`src/rtl/srt_pkg.sv`:
```
package srt_pkg;

    typedef enum logic [2:0] {
        REG_CTRL   = 3'd0,
        REG_CNT_LO = 3'd1,
        REG_CNT_HI = 3'd2,
        REG_RLD_LO = 3'd3,
        REG_RLD_HI = 3'd4
    } reg_addr_e;

    localparam int CB_RUN   = 0;
    localparam int CB_SPLIT = 1;
    localparam int CB_CAP   = 2;
    localparam int CB_LOIE  = 3;
    localparam int CB_SEL0  = 4;
    localparam int CB_SEL1  = 5;
    localparam int CB_LOF   = 6;
    localparam int CB_HIF   = 7;

endpackage

```
`src/rtl/srt_edge_sync.sv`:
```
module srt_edge_sync #(
    parameter int STAGES = 2
) (
    input  logic clk,
    input  logic rst_n,
    input  logic async_in,
    output logic rise
);
    logic [STAGES-1:0] sync_q, sync_d;
    logic              last_q, last_d;

    always_comb begin
        sync_d = {sync_q[STAGES-2:0], async_in};
        last_d = sync_q[STAGES-1];
    end

    always_ff @(posedge clk or negedge rst_n) begin
        if (!rst_n) begin
            sync_q <= '0;
            last_q <= 1'b0;
        end else begin
            sync_q <= sync_d;
            last_q <= last_d;
        end
    end

    assign rise = sync_q[STAGES-1] & ~last_q;

    AST_SINGLE_PULSE: assert property (@(posedge clk) disable iff (!rst_n)
        rise |=> !rise);

endmodule

```
`src/rtl/srt_pulse_div.sv`:
```
module srt_pulse_div #(
    parameter int DIV = 12
) (
    input  logic clk,
    input  logic rst_n,
    input  logic in_pulse,
    output logic out_pulse
);
    localparam int CW = (DIV > 2) ? $clog2(DIV) : 1;
    localparam logic [CW-1:0] LAST = CW'(DIV - 1);

    logic [CW-1:0] cnt_q, cnt_d;

    assign out_pulse = in_pulse && (cnt_q == LAST);

    always_comb begin
        cnt_d = cnt_q;
        if (in_pulse) cnt_d = out_pulse ? '0 : cnt_q + 1'b1;
    end

    always_ff @(posedge clk or negedge rst_n) begin
        if (!rst_n) cnt_q <= '0;
        else        cnt_q <= cnt_d;
    end

    AST_DIV_GAP: assert property (@(posedge clk) disable iff (!rst_n)
        out_pulse |=> !out_pulse);

endmodule

```
`src/rtl/split_reload_timer.sv`:
```
module split_reload_timer
    import srt_pkg::*;
#(
    parameter int BW          = 8,
    parameter int SYNC_STAGES = 2,
    parameter int SYS_DIV     = 12,
    parameter int RTC_DIV     = 8
) (
    input  logic          clk,
    input  logic          rst_n,
    input  logic          wr_en,
    input  logic [2:0]    addr,
    input  logic [BW-1:0] wr_data,
    output logic [BW-1:0] rd_data,
    input  logic          cmp_in,
    input  logic          rtc_in,
    input  logic          lo_sys_clk,
    input  logic          hi_sys_clk,
    input  logic          irq_en,
    output logic          irq
);
    localparam int CW = 2 * BW;

    typedef struct packed {
        logic [BW-1:0] lo;
        logic [BW-1:0] hi;
        logic [BW-1:0] rlo;
        logic [BW-1:0] rhi;
        logic          run;
        logic          split;
        logic          cap;
        logic          loie;
        logic [1:0]    sel;
        logic          lof;
        logic          hif;
    } state_t;

    state_t s_q, s_d;

    logic cmp_rise, rtc_rise, rtc_tick, sys_tick;
    logic ext_tick, trig, lo_tick, hi_tick;
    logic wr_ctrl, wr_lo, wr_hi, wr_rlo, wr_rhi;
    logic lo_set, hi_set;
    logic [CW-1:0] cnt_full;

    srt_edge_sync #(.STAGES(SYNC_STAGES)) u_cmp_sync (
        .clk(clk), .rst_n(rst_n), .async_in(cmp_in), .rise(cmp_rise));
    srt_edge_sync #(.STAGES(SYNC_STAGES)) u_rtc_sync (
        .clk(clk), .rst_n(rst_n), .async_in(rtc_in), .rise(rtc_rise));
    srt_pulse_div #(.DIV(RTC_DIV)) u_rtc_div (
        .clk(clk), .rst_n(rst_n), .in_pulse(rtc_rise), .out_pulse(rtc_tick));
    srt_pulse_div #(.DIV(SYS_DIV)) u_sys_div (
        .clk(clk), .rst_n(rst_n), .in_pulse(1'b1), .out_pulse(sys_tick));

    always_comb begin
        case (s_q.sel)
            2'b01:   ext_tick = cmp_rise;
            2'b11:   ext_tick = rtc_tick;
            default: ext_tick = sys_tick;
        endcase
        trig    = s_q.sel[1] ? cmp_rise : rtc_tick;
        lo_tick = lo_sys_clk | ext_tick;
        hi_tick = hi_sys_clk | ext_tick;
    end

    assign wr_ctrl  = wr_en && (addr == REG_CTRL);
    assign wr_lo    = wr_en && (addr == REG_CNT_LO);
    assign wr_hi    = wr_en && (addr == REG_CNT_HI);
    assign wr_rlo   = wr_en && (addr == REG_RLD_LO);
    assign wr_rhi   = wr_en && (addr == REG_RLD_HI);
    assign cnt_full = {s_q.hi, s_q.lo};

    always_comb begin
        s_d    = s_q;
        lo_set = 1'b0;
        hi_set = 1'b0;
        if (!s_q.split) begin
            if (s_q.run && lo_tick) begin
                if (&s_q.lo) lo_set = 1'b1;
                if (&cnt_full) begin
                    hi_set = 1'b1;
                    {s_d.hi, s_d.lo} = s_q.cap ? '0 : {s_q.rhi, s_q.rlo};
                end else begin
                    {s_d.hi, s_d.lo} = cnt_full + 1'b1;
                end
            end
        end else begin
            if (lo_tick) begin
                if (&s_q.lo) begin
                    lo_set = 1'b1;
                    s_d.lo = s_q.cap ? '0 : s_q.rlo;
                end else begin
                    s_d.lo = s_q.lo + 1'b1;
                end
            end
            if (s_q.run && hi_tick) begin
                if (&s_q.hi) begin
                    hi_set = 1'b1;
                    s_d.hi = s_q.cap ? '0 : s_q.rhi;
                end else begin
                    s_d.hi = s_q.hi + 1'b1;
                end
            end
        end
        if (s_q.cap && trig) begin
            s_d.rlo = s_q.lo;
            s_d.rhi = s_q.hi;
            hi_set  = 1'b1;
        end
        if (wr_ctrl) begin
            s_d.run   = wr_data[CB_RUN];
            s_d.split = wr_data[CB_SPLIT];
            s_d.cap   = wr_data[CB_CAP];
            s_d.loie  = wr_data[CB_LOIE];
            s_d.sel   = wr_data[CB_SEL1:CB_SEL0];
            s_d.lof   = wr_data[CB_LOF];
            s_d.hif   = wr_data[CB_HIF];
        end
        if (wr_lo)  s_d.lo  = wr_data;
        if (wr_hi)  s_d.hi  = wr_data;
        if (wr_rlo) s_d.rlo = wr_data;
        if (wr_rhi) s_d.rhi = wr_data;
        s_d.lof = s_d.lof | lo_set;
        s_d.hif = s_d.hif | hi_set;
    end

    always_ff @(posedge clk or negedge rst_n) begin
        if (!rst_n) s_q <= '0;
        else        s_q <= s_d;
    end

    always_comb begin
        case (addr)
            REG_CTRL:   rd_data = BW'({s_q.hif, s_q.lof, s_q.sel, s_q.loie,
                                       s_q.cap, s_q.split, s_q.run});
            REG_CNT_LO: rd_data = s_q.lo;
            REG_CNT_HI: rd_data = s_q.hi;
            REG_RLD_LO: rd_data = s_q.rlo;
            REG_RLD_HI: rd_data = s_q.rhi;
            default:    rd_data = '0;
        endcase
    end

    assign irq = irq_en & (s_q.hif | (s_q.loie & s_q.lof));

    AST_FULL_RELOAD: assert property (@(posedge clk) disable iff (!rst_n)
        (!s_q.split && s_q.run && lo_tick && !s_q.cap && (&cnt_full) && !wr_lo && !wr_hi)
        |=> ({s_q.hi, s_q.lo} == $past({s_q.rhi, s_q.rlo})));

    AST_HOLD_STOPPED: assert property (@(posedge clk) disable iff (!rst_n)
        (!s_q.split && !s_q.run && !wr_lo && !wr_hi)
        |=> $stable({s_q.hi, s_q.lo}));

    AST_LOW_FREE: assert property (@(posedge clk) disable iff (!rst_n)
        (s_q.split && lo_sys_clk && !(&s_q.lo) && !wr_lo)
        |=> (s_q.lo == $past(s_q.lo) + 1'b1));

    AST_HIF_STICKY: assert property (@(posedge clk) disable iff (!rst_n)
        $fell(s_q.hif) |-> $past(wr_ctrl));

    AST_LOF_STICKY: assert property (@(posedge clk) disable iff (!rst_n)
        $fell(s_q.lof) |-> $past(wr_ctrl));

    AST_CAPTURE_FLAG: assert property (@(posedge clk) disable iff (!rst_n)
        (s_q.cap && trig) |=> s_q.hif);

endmodule

```
`config.mk`:
```
export PLATFORM = sky130hd
export DESIGN_NAME = split_reload_timer
export DESIGN_NICKNAME = d
export VERILOG_FILES = /design/src/rtl/srt_pkg.sv /design/src/rtl/srt_edge_sync.sv /design/src/rtl/srt_pulse_div.sv /design/src/rtl/split_reload_timer.sv
export SDC_FILE = /design/constraint.sdc
export NUM_CORES = 1
export LEC_CHECK = 0
export ABC_CLOCK_PERIOD_IN_PS = 2200
export BUFFER_PORTS_ARGS = -buffer_cell sky130_fd_sc_hd__buf_2
export CORE_ASPECT_RATIO = 1.4
export CORE_MARGIN = 2
export CORE_UTILIZATION = 32
export DETAILED_ROUTE_END_ITERATION = 12
export GPL_TIMING_DRIVEN = 0
export SYNTH_ARGS = -nofsm -noshare
export SYNTH_HDL_FRONTEND = slang
export SYNTH_HIERARCHICAL = 1
export SYNTH_SLANG_ARGS = --single-unit
export TNS_END_PERCENT = 1
```
`constraint.sdc`:
```
create_clock -name clk -period 2.2 [get_ports clk]
set_clock_uncertainty 0.2 [all_clocks]
set_input_delay 0.11 -clock clk [delete_from_list [all_inputs] [get_ports clk]]
set_output_delay 0.11 -clock clk [all_outputs]
set_load 0.005 [all_outputs]
```
# After elaboration in Yosys (flattened, before gate mapping)
# Cells that the tools add are included.
# classes
addsub	5
eq_ne	10
muxes	31
bitwise	11
reduce_logical	19
# op_table
operator	count
16-bit two-way mux	5
8-bit two-way mux	10
8-bit case mux with 5 select lines	1
16-bit by 1-bit adder with 16-bit output (second input constant)	1
8-bit by 1-bit adder with 8-bit output (second input constant)	2
16-bit AND reduction	1
8-bit AND reduction	2
1-bit two-way mux	11
1-bit logical AND	9
3-bit by 2-bit equality test with 1-bit output (second input constant)	2
3-bit equality test (second input constant)	2
3-bit by 1-bit inequality test with 1-bit output (second input constant)	2
3-bit nonzero test	2
1-bit bitwise OR	5
4-bit by 1-bit adder with 4-bit output (second input constant)	1
1-bit AND	4
4-bit equality test (second input constant)	1
4-bit two-way mux	1
2-bit AND reduction	2
2-bit nonzero test	2
3-bit by 1-bit adder with 3-bit output (second input constant)	1
3-bit by 1-bit equality test with 1-bit output (second input constant)	1
3-bit logical NOT	1
3-bit two-way mux	1
5 further kinds	6
# word_totals
regBits	53
input_bits	19
word_cells	93

# Longest topological paths before layout
# Gate-level depths: netlist (run 1).
# depth
depth_word	10
ltp_mapped	9

# Hierarchy
# The synthesis (run 1) kept the hierarchy.
# modules_own_cells
module	n_inst	cells_each	area_per_inst_um2	seq_area_each_um2
split_reload_timer	1	351	3056.7	1001.0
srt_pulse_div (u_sys_div)	1	20	212.7	100.1
srt_edge_sync	2	4	88.8	75.1
srt_pulse_div (u_rtc_div)	1	11	156.4	75.1

# Worst setup path after synthesis (run 1)
# OpenSTA, ideal clock, no wires.
# synth_timing
path_kind	register -> register
from	register u_rtc_div.cnt_q[0]
to	register s_q[16] in the netlist's numbering
arrival_ns	1.872
required_time_ns	1.863
slack_ns	-0.009
stages_incl_launch_ff	9
path_buffers	1
period_less_slack_ns	2.209
path_cell_list	dfrtp_1 ha_1 ha_1 and2_2 mux2_2 nand2_2 buf_4 mux2i_1 a21oi_1
# synth_via
elab_chain_len	5
# synth_lines
element	line_no	text
start: declaration	srt_pulse_div.sv:12	logic [CW-1:0] cnt_q, cnt_d;
start signal: assignment	srt_pulse_div.sv:23	else cnt_q <= cnt_d;
3-bit equality test	srt_pulse_div.sv:14	assign out_pulse = in_pulse && (cnt_q == LAST);
1-bit logical AND	srt_pulse_div.sv:14	
via rtc_tick	split_reload_timer.sv:40	logic cmp_rise, rtc_rise, rtc_tick, sys_tick;
1-bit two-way mux	split_reload_timer.sv:61	trig = s_q.sel[1] ? cmp_rise : rtc_tick;
1-bit logical AND	split_reload_timer.sv:105	if (s_q.cap && trig) begin
2-bit nonzero test (no source line)	--	
end signal: assignment	split_reload_timer.sv:128	if (!rst_n) s_q <= '0;
end signal: assignment	split_reload_timer.sv:129	else s_q <= s_d;
end: declaration	split_reload_timer.sv:38	state_t s_q, s_d;
# The timed path passes the listed nets, and every way through them passes these cells.
# A chain may end at the register's enable or synchronous reset.

# Final worst setup path (run 1)
# layout_timing
from	register u_sys_div.cnt_q[0]
to	register s_q (netlist bit cnt_full[6])
# layout_via
elab_chain_len	6
word_cells_on_any_way	7
classes_between	2 x eq/ne; 1 x mux; 1 x bitwise; 3 x reduce/logical
# layout_lines
element	line_no	text
start: declaration	srt_pulse_div.sv:12	
start signal: assignment	srt_pulse_div.sv:23	
4-bit equality test (*)	srt_pulse_div.sv:14	
via sys_tick	split_reload_timer.sv:40	
1-bit case mux with 2 select lines (*)	split_reload_timer.sv:56	case (s_q.sel)
1-bit bitwise OR (*)	split_reload_timer.sv:62	lo_tick = lo_sys_clk | ext_tick;
1-bit logical AND	split_reload_timer.sv:78	if (s_q.run && lo_tick) begin
3-bit nonzero test (no source line)	--	
2-bit AND reduction (no source line) (*)	--	
# The timed path passes the listed nets; every way through them passes the cells marked *.

==> results of run 1 <==
layout make-up:
class | count | area (um2)
fill | 1098 | 6470
multi-input combinational | 306 | 2280
sequential | 53 | 1330
timing repair buffer | 44 | 293
tap | 141 | 176
buffer | 26 | 155
clock buffer | 6 | 139
clock inverter | 2 | 37.5
inverter | 10 | 37.5
stage by stage:
step | std cells | util (%) | area (um2)
after floorplan | 395 | - | 3630
after global placement | 562 | 36.0 | 3930
after detailed placement | 562 | 36.0 | 3930
after CTS | 582 | 39.6 | 4320
after global routing | 588 | 40.7 | 4450
final | 588 | 40.7 | 4450
sequential cells by signal, summed over array words and instances, names as in the netlist:
name,count
u_cmp_sync/last_q,1
u_rtc_div/cnt_q,3
u_cmp_sync/sync_q,2
u_rtc_sync/sync_q,2
cnt_full,16
s_q,24
u_sys_div/cnt_q,4
u_rtc_sync/last_q,1
how the worst min path moves through the flow:
| stage | start | endpoint | slack, ns | cells past startpoint |
|---|---|---|---|---|
| finish | u_rtc_sync/sync_q[0] | u_rtc_sync/sync_q[1] | 0.15 | 0 |
| global route | u_cmp_sync/sync_q[0] | u_cmp_sync/sync_q[1] | 0.17 | 0 |
| global placement | cmp_in | u_cmp_sync/sync_q[0] | 0.02 | 1 |
| floorplan | rst_n | cnt_full[0] | -0.39 | 0 |
| detailed placement | cmp_in | u_cmp_sync/sync_q[0] | 0.02 | 1 |
| CTS | u_rtc_sync/sync_q[0] | u_rtc_sync/sync_q[1] | 0.15 | 0 |
kinds of logic (layout without fill, tap and decap cells):
family	Yosys count	after routing
AO/OA/AOI/OAI	115	115
other	1	6
AND/OR/NAND/NOR	132	132
adder cells (fa/ha/maj)	5	5
multiplexers	42	42
buffers and inverters	36	88
flip-flops	53	53
XOR/XNOR	6	6
power by group through the flow:
stage | clock, mW | sequential [mW] | combinational [mW]
after floorplan | 0 | 1.60 | 1.35
after global placement | 0 | 1.72 | 1.72
after detailed placement | 0 | 1.74 | 1.76
after CTS | 0.956 | 1.74 | 1.85
after global routing | 0.995 | 1.82 | 2.19
final | 0.937 | 1.78 | 1.98
cells in the mapped netlist (all sizes together) (9+ instances only):
cell,count
a21oi,25
mux2i,25
inv,9
nand2,37
buf,16
nand3,12
clkbuf,10
nor2,27
mux2,16
nor2b,12
dfrtp,53
a22oi,14
o22ai,10
o21ai,34
worst max-delay path, delay by kind of cell, from the launching register on:
kind / cells / cell delay, ns
AOI/OAI and AO/OA: 3 / 0.74
and+or+nand+nor: 4 / 0.53
DFF: 1 / 0.44
adders and majority gates: 1 / 0.17
timing repair:
item,CTS,global route
buffers inserted,1,6
pin swaps,2,8
hold buffers,11,0
hold endpoints to repair,93,0
gates resized for setup,20,22
endpoints found under the setup margin,25,24
metal layers:
layer  GRT usage (%)  vias up  share of wire [%]  routed length [um]
met5               0        -                  0                   0
met4            10.2        0                3.3                 366
met3            2.03       23                3.0                 335
met2            34.5      105                 54                6020
met1            21.1     1646                 40                4390
li1                -     1549                  -                   -
==> flow_summary.toml, run 1 <==
[die]
rows = 45
die_y_um = 130
dieWidth_um = 93.7
floorplan.initialDensity_pct = 33.0
ios = 28
die_area_um2 = 12100
core_area_um2 = 10900

[setup_path]
start_kind = "flip-flop"
crit_path_end_kind = "flip-flop"
crit_end = "cnt_full[6]"
r2r-start = "u_sys_div/cnt_q[0]"
cpPeakStageDelay_ns = 0.44
required_ns = 2.18
crit_arrival_ns = 2.18
reg2reg_slack_ns = 0.002
critPathKind = "flip-flop to flip-flop"
cpMostUsedCell = "nand2_2"
worstReg2RegEnd = "cnt_full[6]"
cp-startpoint = "u_sys_div/cnt_q[0]"
crit_fanout = 4
path_cells = "ha_4 > nand2_2 > nor3b_4 > o32ai_2 > a31oi_2 > nand2_2 > a2111oi_4 > nor3_1"
r2r_cells = 8
crit_slowest_cell = "dfrtp_1"

[yosys]
synthFlopType = "dfrtp_1"
synth-simple-area-share_pct = 21.1
ys_top_cells_by_area = "dfrtp_1 37%, mux2i_1 6.9%, mux2_2 4.7%"
synth-compound-area-share_pct = 21.4
muxShareOfSynthArea_pct = 12.7
yosysSeqAreaShare_pct = 36.8
ys_ff_latch = 53
syn_area_um2 = 3600
synth-edff-count = 0
syn_avg_cell_area_um2 = 9.24
synthDominantCellAreaShare_pct = 36.8
synth_top_cell_by_area = "dfrtp_1"
synth_cell_type_count = 69
synth_xor_area_share_pct = 1.46
synth_top_family_by_area = "compound AO/OA/AOI/OAI gates"
async_flop_share_pct = 100
synth_fa_ha_area_share_pct = 1.74
syn_inst = 390
yosys_warnings = 6

[power_and_ir_drop]
switchingPower_mw = 1.85
internal_power_mw = 2.84
pwr_density_cell_nw_per_um2 = 1050
clockPowerShare_pct = 20.0
leakagePower_nw = 1.90
peakVddDrop_v = 0.000524
switching_share_pct = 39.4
power_frac_seq_pct = 37.9
total_power_mw = 4.69
p_comb_share_pct = 42.1

[grt]
grtUsageTotal_pct = 18.8
grt_pass1_wl_um = 17800
grt-ovfl-total = 0
grt_pass1_vias = 3462
grt_max_degree = 54
antenna_found_initial = 0

[sta]
worst_slew_pin_slew_ns = 1.20
rsz0062_at_grt = "true"
fin_crit_sh_pct = 99.9
holdWs_ns = 0.150
finalHoldViolations = 0
setup_ws_ns = 0.00177
finalSetupTns_ns = 0
relSlewSlack_pct = 19.8
final-max-slew-violation-count = 0
setup_viol_count_final = 0
clock.fmax_mhz = 455
timing.final.crit_period_ns = 2.20

[clock_network]
cts_sinks = 53
root_buffer = "clkbuf_16"
htree_num_levels = 2
clk_latency_ns = 0.30
clock_path_buffers = 2
cts_tree = "yes"
clk_pin_slew_ns = 0.07
cts_made_buffers = 5

[final_layout]
final_common_cell = "dfrtp_1"
drive_gt1_share_pct = 27.3
final_cell_mix = "50 x dfrtp_1, 38 x buf_2, 31 x nand2_1"
area_delta_synth_final_pct = 23.5
nNetsFinal = 470
num_antenna_cells = 0

[place]
gp_congestion = 0.891
hpwl_um = 8160
numPortBuffers = 26
preCtsSetupSlack_ns = -0.287

[drt]
viasPerCell = 5.65
drt-initial-drc-count = 231
via_count = 3323
drc = 0
dr.pass1.iters = 4
ant_nets = 0
wl_per_cell_um = 18.9
routed_wl_um = 11100

[job]
drv_cap = 0

[run_status]
status = "complete, no violations"

[min_path]
worstHoldPathType = "flip-flop to flip-flop"
Note: power is estimated with default switching activity, not from simulation.
==> inputs of run 2 (changes only) <==
--- a/config.mk
+++ b/config.mk
@@ -6,11 +6,11 @@
 export NUM_CORES = 1
 export LEC_CHECK = 0
 export ABC_CLOCK_PERIOD_IN_PS = 2200
-export BUFFER_PORTS_ARGS = -buffer_cell sky130_fd_sc_hd__buf_2
 export CORE_ASPECT_RATIO = 1.4
 export CORE_MARGIN = 2
 export CORE_UTILIZATION = 32
 export DETAILED_ROUTE_END_ITERATION = 12
+export DONT_BUFFER_PORTS = 1
 export GPL_TIMING_DRIVEN = 0
 export SYNTH_ARGS = -nofsm -noshare
 export SYNTH_HDL_FRONTEND = slang
==> flow_summary.toml, run 2 (synthesis results as in run 1) <==
[run_status]
status = "complete, no violations"

[final_layout]
final_common_cell = "dfrtp_1"
num_antenna_cells = 0
area_delta_synth_final_pct = 21.1
final_area_um2 = 4370
drive_gt1_share_pct = 23.2
largest_reg_flops = 24
nNetsFinal = 442
regMostFlops = "s_q"
final_core_util_pct = 40.0
final_cell_mix = "50 x dfrtp_1, 30 x nand2_1, 25 x o21ai_0"

[clock_network]
cts_made_buffers = 5
cts_tree = "yes"
cts_sinks = 53
htree_num_levels = 2
clock_path_buffers = 2
clk_latency_ns = 0.30
clk_pin_slew_ns = 0.07
root_buffer = "clkbuf_16"

[drt]
drc = 0
m1WireLength_um = 4250
via_count = 3291
dr.pass1.iters = 5
wl_met3_um = 490
ant_nets = 0
drt-initial-drc-count = 281
wl_per_cell_um = 20.0
viasPerCell = 5.88
routed_wl_um = 11200
top_layer = "met4"
wl_met2_um = 6020

[place]
preCtsSetupSlack_ns = -0.256
place_area_um2 = 3800
gp_congestion = 0.915
numPortBuffers = 0
hpwl_um = 8290

[grt]
grt_max_degree = 54
grt-ovfl-total = 0
grt_pass1_wl_um = 18000
grt_pass1_vias = 3378
grtUsageTotal_pct = 19.1
antenna_found_initial = 0

[min_path]
hold_path_depth = 4
worstHoldPathType = "input port to flip-flop"
holdCritStartpoint = "addr[1]"
worstHoldEndpoint = "cnt_full[7]"

[sta]
worst_slew_pin_slew_ns = 0.740
finalSetupTns_ns = 0
final-max-slew-violation-count = 0
setup_ws_ns = 0.0481
setup_viol_count_final = 0
fin_crit_sh_pct = 97.8
relSlewSlack_pct = 50.5
finalHoldViolations = 0
clock.fmax_mhz = 465
rsz0062_at_grt = "true"
timing.final.crit_period_ns = 2.15

[power_and_ir_drop]
peakVddDrop_v = 0.000342
internal_power_mw = 2.81
p_comb_share_pct = 41.6
leakagePower_nw = 1.79
power_frac_seq_pct = 38.3
pwr_density_cell_nw_per_um2 = 1070
switching_share_pct = 39.8
clockPowerShare_pct = 20.1
switchingPower_mw = 1.85

[setup_path]
r2r_cells = 10
crit_path_end_kind = "flip-flop"
worstReg2RegEnd = "cnt_full[2]"
crit_fanout = 4
crit_slowest_cell = "dfrtp_1"
cpPeakStageDelay_ns = 0.39
crit_arrival_ns = 2.17
start_kind = "flip-flop"
reg2reg_slack_ns = 0.05
crit_family = "simple AND/OR/NAND/NOR gates"
critPathBufInv = 2
cpMostUsedCell = "buf_6"
r2r-start = "u_rtc_div/cnt_q[1]"
critPathKind = "flip-flop to flip-flop"
path_cells = "ha_2 > ha_4 > and2_4 > mux2i_4 > buf_6 > a31oi_4 > buf_6 > nand4_1 > a21oi_2 > nor3_2"
required_ns = 2.22

[die]
rows = 45
die_area_um2 = 12100
die_y_um = 130
core_area_um2 = 10900
dieWidth_um = 93.7
ios = 28
floorplan.initialDensity_pct = 33.0

[job]
drv_cap = 0
==> run 2: area by class of cell <==
class,count,area [um2]
inverter,10,37.5
multi-input combinational,306,2320
clock inverter,2,37.5
fill,1084,6560
buffer,25,140
clock buffer,6,139
timing repair buffer,17,186
sequential,53,1330
tap,141,176
==> run 2: power by group through the flow <==
stage / sequential [mW] / clock, mW / combinational (mW)
2_1_floorplan: 1.60 / 0 / 1.35
3_3_place_gp: 1.73 / 0 / 1.64
3_5_place_dp: 1.74 / 0 / 1.69
4_1_cts: 1.73 / 0.951 / 1.80
5_1_grt: 1.83 / 0.993 / 2.13
6_report: 1.78 / 0.938 / 1.94
==> run 2: through the flow <==
| stage | hold slack (ns) | cells | power (mW) |
|---|---|---|---|
| 5_1_grt | 0.0868 | 560 | 4.96 |
| 2_1_floorplan | -0.386 | 395 | 2.95 |
| 3_5_place_dp | -0.385 | 536 | 3.43 |
| 3_3_place_gp | -0.385 | 536 | 3.37 |
| 4_1_cts | 0.0677 | 557 | 4.48 |
| 6_report | 0.0640 | 560 | 4.66 |
==> run 2: timing repair <==
action | in CTS | in global routing
gates resized for setup | 21 | 25
buffers inserted | 2 | 3
pin swaps | 1 | 15
endpoints found under the setup margin | 25 | 24
hold buffers | 12 | 0
endpoints found under the hold margin | 95 | 0
==> run 2: worst min-delay path: cells and delay by family <==
| family | cells | cell delay [ns] |
|---|---|---|
| and+or+nand+nor | 2 | 0.28 |
| AOI/OAI and AO/OA | 2 | 0.12 |
==> run 2: worst max-delay path by stage <==
stage / to / from / slack, ns / depth (start not counted)
floorplan: cnt_full[13] / u_rtc_div/cnt_q[0] / 0.03 / 9
global placement: cnt_full[6] / u_sys_div/cnt_q[0] / -0.25 / 8
detailed placement: cnt_full[6] / u_sys_div/cnt_q[1] / -0.26 / 8
CTS: cnt_full[9] / cnt_full[8] / -0.05 / 6
global route: s_q[0] / cnt_full[1] / -0.05 / 6
finish: cnt_full[2] / u_rtc_div/cnt_q[1] / 0.05 / 10
==> run 2: metal layers <==
| layer | vias up | track usage [%] |
|---|---|---|
| met4 | 0 | 10.1 |
| met3 | 38 | 2.21 |
| met5 | - | 0 |
| met2 | 124 | 35.1 |
| met1 | 1629 | 21.2 |
| li1 | 1500 | - |
==> inputs of run 3 (changes only) <==
--- a/config.mk
+++ b/config.mk
@@ -5,13 +5,14 @@
 export SDC_FILE = /design/constraint.sdc
 export NUM_CORES = 1
 export LEC_CHECK = 0
-export ABC_CLOCK_PERIOD_IN_PS = 2200
+export ABC_CLOCK_PERIOD_IN_PS = 2270
 export CORE_ASPECT_RATIO = 1.4
 export CORE_MARGIN = 2
 export CORE_UTILIZATION = 32
 export DETAILED_ROUTE_END_ITERATION = 12
 export DONT_BUFFER_PORTS = 1
 export GPL_TIMING_DRIVEN = 0
+export REMOVE_ABC_BUFFERS = 1
 export SYNTH_ARGS = -nofsm -noshare
 export SYNTH_HDL_FRONTEND = slang
 export SYNTH_HIERARCHICAL = 1
==> constraint.sdc (replaced) <==
create_clock -name clk -period 2.27 [get_ports clk]
set_clock_uncertainty 0.2 [all_clocks]
set_input_delay 0.1135 -clock clk [delete_from_list [all_inputs] [get_ports clk]]
set_output_delay 0.1135 -clock clk [all_outputs]
set_load 0.005 [all_outputs]
==> flow_summary.toml, run 3 (synthesis results as in run 1) <==
[clock_network]
clock_path_buffers = 2
cts_sinks = 53
cts_made_buffers = 5
clk_latency_ns = 0.30
root_buffer = "clkbuf_16"
clk_pin_slew_ns = 0.07
htree_num_levels = 2
cts_tree = "yes"

[run_status]
status = "complete, no violations"

[sta]
setup_ws_ns = 0.0690
fin_crit_sh_pct = 97.0
finalSetupTns_ns = 0
rsz0062_at_grt = "true"
relSlewSlack_pct = 54.2
finalHoldViolations = 0
setup_viol_count_final = 0
final-max-slew-violation-count = 0
clock.fmax_mhz = 454
timing.final.crit_period_ns = 2.20
worst_slew_pin_slew_ns = 0.684

[power_and_ir_drop]
pwr_density_cell_nw_per_um2 = 1050
clockPowerShare_pct = 22.6
p_comb_share_pct = 33.4
switching_share_pct = 39.1
power_frac_seq_pct = 44.0
switchingPower_mw = 1.71
internal_power_mw = 2.67
peakVddDrop_v = 0.000370
leakagePower_nw = 1.70

[setup_path]
crit_path_end_kind = "flip-flop"
crit_arrival_ns = 2.17
critPathKind = "flip-flop to flip-flop"
start_kind = "flip-flop"
cp-startpoint = "u_sys_div/cnt_q[1]"
required_ns = 2.24
path_cells = "ha_2 > nand2_2 > nor3b_4 > o32ai_2 > a31oi_2 > nand2_2 > a2111oi_2 > nor3_1"
r2r-start = "u_sys_div/cnt_q[1]"
crit_slowest_cell = "dfrtp_1"
cpPeakStageDelay_ns = 0.39
crit_fanout = 4
cpMostUsedCell = "nand2_2"

[final_layout]
final_cell_mix = "50 x dfrtp_1, 32 x nand2_1, 25 x o21ai_0, 25 x nor2_1, 24 x mux2i_1"
num_antenna_cells = 0
final_area_um2 = 4150
final_common_cell = "dfrtp_1"
area_delta_synth_final_pct = 15.2
final_core_util_pct = 38.0
regArea_um2 = 1330
regMostFlops = "s_q"
largest_reg_flops = 24
drive_gt1_share_pct = 18.8
fill_cells = 1121
multi_input_area_um2 = 2250
nNetsFinal = 416
fin_cells = 534

[place]
dpl.cell_count = 510
preCtsSetupSlack_ns = -0.233
gp_congestion = 0.890
numPortBuffers = 0
place_area_um2 = 3670
hpwl_um = 7530

[die]
rows = 45
die_y_um = 130
ios = 28
die_area_um2 = 12100
floorplan.initialDensity_pct = 33.0
core_area_um2 = 10900
dieWidth_um = 93.7

[grt]
grtUsageTotal_pct = 17.9
antenna_found_initial = 0
grt_pass1_vias = 3191
grt-ovfl-total = 0
grt_pass1_wl_um = 16900
grt_max_degree = 54

[drt]
via_count = 3163
ant_nets = 0
viasPerCell = 5.92
routed_wl_um = 10600
drt-initial-drc-count = 288
wl_per_cell_um = 19.8
drc = 0
dr.pass1.iters = 5

[min_path]
holdCritStartpoint = "hi_sys_clk"
worstHoldPathType = "input port to flip-flop"

[job]
drv_cap = 0
-- run 3: changes by cell type in the layout (fill, tap and decap cells not counted), moves of 2 or more --
cell,delta
nand2_2,-2
buf_2,-12
buf_6,-4
clkbuf_1,-9
ha_2,+2
ha_4,-3
nand2_1,+2
-- run 3: routing by layer --
metal / wire length, um / share of wire (%) / vias to the layer above / track usage [%]
li1: - / - / 1440 / -
met1: 4260 / 40 / 1601 / 21.0
met2: 5560 / 53 / 98 / 32.1
met3: 370 / 3.5 / 24 / 2.44
met4: 365 / 3.5 / 0 / 7.93
met5: 0 / 0 / - / 0
-- run 3: through the flow --
stage | power, mW | hold WS [ns]
2_1_floorplan | 2.75 | -0.382
3_3_place_gp | 3.14 | -0.381
3_5_place_dp | 3.20 | -0.381
4_1_cts | 4.27 | 0.0122
5_1_grt | 4.63 | 0.0293
6_report | 4.38 | 0.0275
-- run 3: path summary, 6_finish.rpt --
kind | end | slack [ns] | cells past startpoint
setup / recovery | cnt_full[6] | 0.07 | 8
hold / removal | s_q[0] | 0.03 | 3
setup reg to reg | cnt_full[6] | 0.07 | 8
hold reg to reg | u_rtc_sync/sync_q[1] | 0.15 | 0
max in group asynchronous | cnt_full[9] | 1.47 | 2
min in group asynchronous | u_rtc_sync/sync_q[1] | 0.12 | 2
-- run 3: worst max-delay path: cells and delay by family, from the launching register on --
| kind | cells | cell delay [ns] |
|---|---|---|
| flip-flops | 1 | 0.39 |
| AO/OA/AOI/OAI | 3 | 0.75 |
| AND/OR/NAND/NOR | 4 | 0.52 |
| adder cells (fa/ha/maj) | 1 | 0.21 |
-- run 3: power by group through the flow --
stage | Sequential [mW] | Combinational (mW) | Clock (mW)
finish | 1.93 | 1.46 | 0.991
global route | 1.97 | 1.62 | 1.04
CTS | 1.87 | 1.40 | 1.00
detailed placement | 1.89 | 1.31 | 0
global placement | 1.87 | 1.27 | 0
floorplan | 1.67 | 1.08 | 0
-- run 3: what timing repair did --
| item | 4_1_cts | 5_1_grt |
|---|---|---|
| endpoints found under the setup margin | 29 | 32 |
| gates resized for setup | 8 | 22 |
| endpoints found under the hold margin | 95 | 0 |
| setup buffers | 1 | 2 |
| pin swaps | 0 | 5 |
| hold buffers | 13 | 0 |
-- run 3: layout make-up --
class	instances	area share (%)
inverter	10	0.904
multi-input combinational	306	54.1
timing repair buffer	16	4.10
tap	141	4.25
sequential	53	32.0
clock buffer	5	3.01
clock inverter	3	1.57
